<file path="config.mk">
export PLATFORM = sky130hd
export DESIGN_NAME = unorm_interval_conv
export DESIGN_NICKNAME = d
export VERILOG_FILES = /design/src/rtl/unint_pkg.sv /design/src/rtl/unint_lzc.sv /design/src/rtl/unint_norm.sv /design/src/rtl/unint_enclose.sv /design/src/rtl/unorm_interval_conv.sv
export SDC_FILE = /design/constraint.sdc
export NUM_CORES = 1
export LEC_CHECK = 0
export BUFFER_PORTS_ARGS = -buffer_cell sky130_fd_sc_hd__buf_2
export CAP_MARGIN = 20
export CORE_ASPECT_RATIO = 0.8
export CORE_MARGIN = 4
export CORE_UTILIZATION = 24
export CTS_CLUSTER_DIAMETER = 30
export DETAILED_ROUTE_END_ITERATION = 16
export HOLD_SLACK_MARGIN = 0.03
export SKIP_LAST_GASP = 1
export SYNTH_ARGS = -nofsm -noshare
export SYNTH_HDL_FRONTEND = slang
export SYNTH_SLANG_ARGS = --single-unit
</file>
<file path="constraint.sdc">
create_clock -name clk -period 18.6 [get_ports clk]
set_input_delay 0 -clock clk [delete_from_list [all_inputs] [get_ports clk]]
set_output_delay 0 -clock clk [all_outputs]
set_load 0.02 [all_outputs]
</file>
<file path="src/rtl/unint_pkg.sv">
package unint_pkg;
   typedef enum logic {
      OP_EXPAND   = 1'b0,
      OP_COLLAPSE = 1'b1
   } unint_op_e;
endpackage

</file>
<file path="src/rtl/unint_lzc.sv">
module unint_lzc #(
   parameter  int W  = 24,
   localparam int CW = $clog2(W + 1)
) (
   input  logic [W-1:0]  vec_i,
   output logic [CW-1:0] cnt_o
);
   if (W < 2) begin : g_bad_w
      $error("unint_lzc: W must be at least 2");
   end

   always_comb begin
      cnt_o = CW'(W);
      for (int i = 0; i < W; i++) begin
         if (vec_i[i]) cnt_o = CW'(W - 1 - i);
      end
   end
endmodule

</file>
<file path="src/rtl/unint_norm.sv">
module unint_norm #(
   parameter  int EXP_W = 8,
   parameter  int MAN_W = 24,
   localparam int CW    = $clog2(MAN_W + 1)
) (
   input  logic [EXP_W-1:0] exp_i,
   input  logic [MAN_W-1:0] man_i,
   input  logic             fill_i,
   output logic [EXP_W-1:0] exp_o,
   output logic [MAN_W-1:0] man_o,
   output logic             zero_o
);
   logic [CW-1:0]    lz;
   logic [CW-1:0]    sh;
   logic [MAN_W-1:0] low_mask;

   unint_lzc #(.W(MAN_W)) u_lzc (.vec_i(man_i), .cnt_o(lz));

   assign zero_o = (man_i == '0);

   always_comb begin
      if (int'(lz) > int'(exp_i)) sh = CW'(exp_i);
      else                        sh = lz;
      low_mask = ~({MAN_W{1'b1}} << sh);
      if (zero_o) begin
         exp_o = '0;
         man_o = '0;
      end else begin
         exp_o = exp_i - EXP_W'(sh);
         man_o = (man_i << sh) | (fill_i ? low_mask : '0);
      end
   end
endmodule

</file>
<file path="src/rtl/unint_enclose.sv">
module unint_enclose #(
   parameter  int EXP_W = 8,
   parameter  int MAN_W = 24,
   localparam int W     = 1 + EXP_W + MAN_W,
   localparam int CW    = $clog2(MAN_W + 1),
   localparam int EMAX  = (1 << EXP_W) - 1
) (
   input  logic [W-1:0] lo_i,
   input  logic [W-1:0] hi_i,
   output logic [W-1:0] res_o,
   output logic         err_o
);
   logic [EXP_W-1:0] ne [2];
   logic [MAN_W-1:0] nm [2];
   logic             nz [2];
   logic [W-1:0]     bnd [2];

   assign bnd[0] = lo_i;
   assign bnd[1] = hi_i;

   for (genvar g = 0; g < 2; g++) begin : g_bound
      unint_norm #(.EXP_W(EXP_W), .MAN_W(MAN_W)) u_norm (
         .exp_i (bnd[g][MAN_W +: EXP_W]),
         .man_i (bnd[g][MAN_W-1:0]),
         .fill_i(1'b0),
         .exp_o (ne[g]),
         .man_o (nm[g]),
         .zero_o(nz[g])
      );
   end

   logic [CW-1:0]    common;
   logic [CW-1:0]    drop;
   logic [EXP_W:0]   raised;
   logic             same_sign;
   logic [EXP_W-1:0] big_exp;

   unint_lzc #(.W(MAN_W)) u_prefix (.vec_i(nm[0] ^ nm[1]), .cnt_o(common));

   assign same_sign = (lo_i[W-1] == hi_i[W-1]);
   assign big_exp   = (ne[0] > ne[1]) ? ne[0] : ne[1];
   assign drop      = CW'(MAN_W) - common;
   assign raised    = {1'b0, ne[0]} + (EXP_W+1)'(drop);

   always_comb begin
      err_o = 1'b0;
      res_o = '0;
      if (same_sign && ({ne[0], nm[0]} > {ne[1], nm[1]})) begin
         err_o = 1'b1;
      end else if (nz[0] && nz[1]) begin
         res_o = '0;
      end else if (!same_sign) begin
         res_o = {1'b0, big_exp, {MAN_W{1'b0}}};
      end else if (ne[0] != ne[1]) begin
         res_o = {lo_i[W-1], big_exp, {MAN_W{1'b0}}};
      end else if (raised > (EXP_W+1)'(EMAX)) begin
         res_o = {lo_i[W-1], EXP_W'(EMAX), {MAN_W{1'b0}}};
      end else begin
         res_o = {lo_i[W-1], raised[EXP_W-1:0], nm[0] >> drop};
      end
   end
endmodule

</file>
<file path="src/rtl/unorm_interval_conv.sv">
module unorm_interval_conv
   import unint_pkg::*;
#(
   parameter  int EXP_W = 8,
   parameter  int MAN_W = 24,
   localparam int W     = 1 + EXP_W + MAN_W
) (
   input  logic         clk,
   input  logic         rst_n,
   input  logic         req_valid,
   input  logic         req_op,
   input  logic [W-1:0] req_word,
   input  logic [W-1:0] req_lo,
   input  logic [W-1:0] req_hi,
   output logic         res_valid,
   output logic [W-1:0] res_lo,
   output logic [W-1:0] res_hi,
   output logic         res_err
);
   if (EXP_W < 2 || MAN_W < 2) begin : g_bad_fmt
      $error("unorm_interval_conv: field widths too small");
   end

   // expand path: one normalizer per fill value
   logic [EXP_W-1:0] xe [2];
   logic [MAN_W-1:0] xm [2];
   logic             xz [2];
   logic [W-1:0]     xw [2];

   for (genvar f = 0; f < 2; f++) begin : g_fill
      unint_norm #(.EXP_W(EXP_W), .MAN_W(MAN_W)) u_norm (
         .exp_i (req_word[MAN_W +: EXP_W]),
         .man_i (req_word[MAN_W-1:0]),
         .fill_i(f[0]),
         .exp_o (xe[f]),
         .man_o (xm[f]),
         .zero_o(xz[f])
      );
      assign xw[f] = xz[f] ? '0 : {req_word[W-1], xe[f], xm[f]};
   end

   // collapse path
   logic [W-1:0] cw;
   logic         cerr;

   unint_enclose #(.EXP_W(EXP_W), .MAN_W(MAN_W)) u_enclose (
      .lo_i (req_lo),
      .hi_i (req_hi),
      .res_o(cw),
      .err_o(cerr)
   );

   unint_op_e op;
   logic      last_op;
   assign op = unint_op_e'(req_op);

   always_ff @(posedge clk) begin
      if (!rst_n) begin
         res_valid <= 1'b0;
         res_lo    <= '0;
         res_hi    <= '0;
         res_err   <= 1'b0;
         last_op   <= 1'b0;
      end else begin
         res_valid <= req_valid;
         if (req_valid) begin
            last_op <= req_op;
            if (op == OP_EXPAND) begin
               res_lo  <= xw[0];
               res_hi  <= xw[1];
               res_err <= 1'b0;
            end else begin
               res_lo  <= cw;
               res_hi  <= '0;
               res_err <= cerr;
            end
         end
      end
   end

   // checks on the registered results
   logic [MAN_W-1:0] fill_diff;
   assign fill_diff = res_hi[MAN_W-1:0] ^ res_lo[MAN_W-1:0];

   p_valid_lat_r9: assert property (@(posedge clk) disable iff (!rst_n)
      req_valid |=> res_valid);
   p_valid_idle_r9: assert property (@(posedge clk) disable iff (!rst_n)
      !req_valid |=> !res_valid);
   p_fill_mask_r2: assert property (@(posedge clk) disable iff (!rst_n)
      (res_valid && last_op == 1'b0) |->
         ((fill_diff & (fill_diff + 1'b1)) == '0) &&
         (res_hi[W-1:MAN_W] == res_lo[W-1:MAN_W]));
   p_expand_noerr_r9: assert property (@(posedge clk) disable iff (!rst_n)
      (res_valid && last_op == 1'b0) |-> !res_err);
   p_err_zero_r7: assert property (@(posedge clk) disable iff (!rst_n)
      res_err |-> (res_lo == '0 && res_hi == '0));
   p_collapse_hi_r9: assert property (@(posedge clk) disable iff (!rst_n)
      (res_valid && last_op == 1'b1) |-> res_hi == '0);
   p_hold_r9: assert property (@(posedge clk) disable iff (!rst_n)
      !req_valid |=> $stable(res_lo) && $stable(res_hi));
endmodule

</file>
==> metrics <==
Setup Viol. Count Final 0; sequential cell area 0.00136 sq mm; total number of vias 13600; Min-Delay Path Class input port to flop; Final Hold Viols 0; largest net degree at the start of global routing 51; kind of critical path input port to flop; Worst setup SP type input port; CTS tree built; commonest non-fill, non-tap cell in the layout nand2_1; RSZ-0062 raised after global routing no; area of the core 0.0483 sq mm; Worst R2R Setup Slack 17.73 ns; max_slew headroom 26.3%; Worst R2R Path Depth 3; clock skew 0 ns; Worst IR Drop VDD 0.0479 mV; routed vias/inst 5.74; Post-Synthesis Cells 1634; CP required 18.83 ns; Seq/Total Area, Yosys 11.6%; Cell variety after synth 84; WHS Path Cells 4; vias in the first global route 12600; pre-CTS setup slack 7.12 ns; fraction of registers with async set/reset 0%; diode count 0; IO Count 171; layout cells sized above 1 16.7%; Setup TNS 0 ns; total track usage 17.7%; Worst-Skew Late Latency 0.33 ns; Remaining DRCs 0; hpwl dp 39.5 mm; root buf cell clkbuf_16; max-slew violation count 0; cts bufs inserted 9; initial drt markers 1373; Slowest-stage cell, CP o211ai_1; hold_ws 0.0875 ns; top_reg_cell synth dfxtp_1; clk sinks 68; gpl congestion 0.951; nature of the critical path endpoint flop; Row Count 72; first-pass GRT wire length 74.2 mm; status complete, no violations; # fillers 5330; most used cell, CP nor2_1; Mapped Area 0.0117 sq mm; ANT nets after route 0; final layout net count 1918; critical-path maximum fanout 36; Vert. Die Dim 206 um; number of flops mapped to enable cells by yosys 0; WP data arrival 11.64 ns; critical path's largest stage delay 0.70 ns; Avg Cell Area, Syn 7.16 sq um; worst r2r src res_lo[17]; leakage 5.96 nW; Final min period 11.41 ns; Setup WS post-layout 7.19 ns; cell area power density 81.0 mW/mm^2; CTS resizes 0; Warnings, synthesis 0; die area 0.0524 sq mm; multi-input logic area 0.00967 sq mm; fmax 87.6 MHz; initial antenna violation count 1; PortBufs 170; Die X 255 um; Hold Path End res_hi[31]; Post-CTS Setup Repair Bufs 0; initial core utilization 24.2%; highest-count cells in the layout ignoring fill and taps nand2_1 (179), buf_2 (170), nor2_1 (146), a21oi_1 (130), mux2i_1 (127); hold path startpoint req_word[31]; Clock transition at path regs 0.06 ns; CTS max path bufs 2; Slew @ Worst Pin 1.10 ns; Routed WL per cell 20.7 um; H-tree Lvls 3; fin crit share 61.4%; number of synthesized register bits 68; total of max-cap violations 0; DR pass1 iterations 6; Post-Route WL 49.1 mm; reg-to-reg endpoint res_lo[17]; Area Overhead vs Synth 15.5%; total grt overflow 0; syn_nets 1812
==> cell usage after synthesis, types with 12 or more instances <==
cell | count | area [sq um]
a31oi_1 | 26 | 163
inv_1 | 78 | 293
a22oi_1 | 14 | 105
a21o_1 | 39 | 293
o31ai_1 | 14 | 105
nor2b_1 | 20 | 125
o311ai_0 | 13 | 114
ha_1 | 71 | 888
nand4_1 | 12 | 75.1
and2_1 | 13 | 81.3
nand2_1 | 179 | 672
nand2b_1 | 14 | 87.6
o211ai_1 | 40 | 300
dfxtp_1 | 68 | 1360
o21ai_0 | 85 | 425
a21oi_1 | 130 | 651
and3_1 | 13 | 81.3
nor4_1 | 19 | 119
mux2i_1 | 129 | 1290
nor3_1 | 47 | 235
nor2_1 | 146 | 548
mux2_2 | 31 | 349
o21a_1 | 16 | 120
a21boi_0 | 12 | 90.1
mux4_2 | 23 | 518
clkbuf_1 | 74 | 278
o22ai_1 | 24 | 150
nand3_1 | 66 | 330
a211oi_1 | 22 | 165
==> final cells by class <==
| cell class | count | area share, % |
|---|---|---|
| multi-input cells | 1383 | 71.5 |
| flip-flops and latches | 68 | 10.1 |
| repair buffers | 190 | 7.42 |
| well taps | 629 | 5.82 |
| inverters | 88 | 2.46 |
| clock buffers | 9 | 1.67 |
| clock inverters | 7 | 1.03 |
==> per-layer routing <==
layer	vias to the layer above	share of wire [%]	track usage, %
met2	623	42	26.7
met1	6514	47	26.2
met3	70	7.8	3.24
li1	6420	-	-
met4	2	2.5	4.21
met5	-	0.041	0
==> stage by stage <==
stage / util, % / power [mW] / instances / instance area, sq um
finish: 28.0 / 1.09 / 2374 / 13500
global placement: 27.2 / 0.866 / 2357 / 13100
CTS: 28.0 / 1.08 / 2374 / 13500
global route: 28.0 / 1.16 / 2374 / 13500
detailed placement: 27.2 / 0.865 / 2357 / 13100
floorplan: - / 0.668 / 1634 / 11700
==> logic make-up after synthesis <==
group	Yosys count	share of synthesized area (%)
AND/OR/NAND/NOR	558	22.0
multiplexers	184	18.6
AO/OA/AOI/OAI	548	32.0
flip-flops	68	11.6
XOR/XNOR	18	1.35
adder cells (fa/ha/maj)	75	8.28
buffers and inverters	183	6.22
==> state kept, by name, summed over array words and instances, names as in the netlist <==
name and flops:
res_err 1, res_lo 33, res_valid 1, res_hi 33
==> critical path: cells and delay by family <==
kind | cells | cell delay, ns
compound gates | 11 | 3.74
mux | 1 | 0.42
fa+ha+maj | 3 | 1.36
simple gates | 16 | 4.11
buf+inv | 6 | 1.93
==> power by group <==
part | leakage (nW) | switching, mW | total, mW | internal, mW
Clock | 0.179 | 0.0685 | 0.213 | 0.144
Combinational | 5.22 | 0.450 | 0.721 | 0.270
Sequential | 0.557 | 0.00614 | 0.161 | 0.155
Total | 5.96 | 0.525 | 1.09 | 0.570
==> what timing repair did <==
action / CTS / global route
setup endpoints to repair: 0 / 0
endpoints found under the hold margin: 2 / 0
hold buffers: 1 / 0
==> worst max path at each step <==
stage	from	to	slack, ns	cells past startpoint
3_3_place_gp	req_lo[16]	res_lo[20]	7.58	38
2_1_floorplan	req_lo[20]	res_lo[20]	8.98	39
4_1_cts	req_lo[16]	res_lo[20]	7.45	37
3_5_place_dp	req_lo[16]	res_lo[20]	7.12	37
6_report	req_lo[16]	res_lo[20]	7.19	37
5_1_grt	req_lo[16]	res_lo[20]	6.56	37
(Power assumes the default switching activity.)
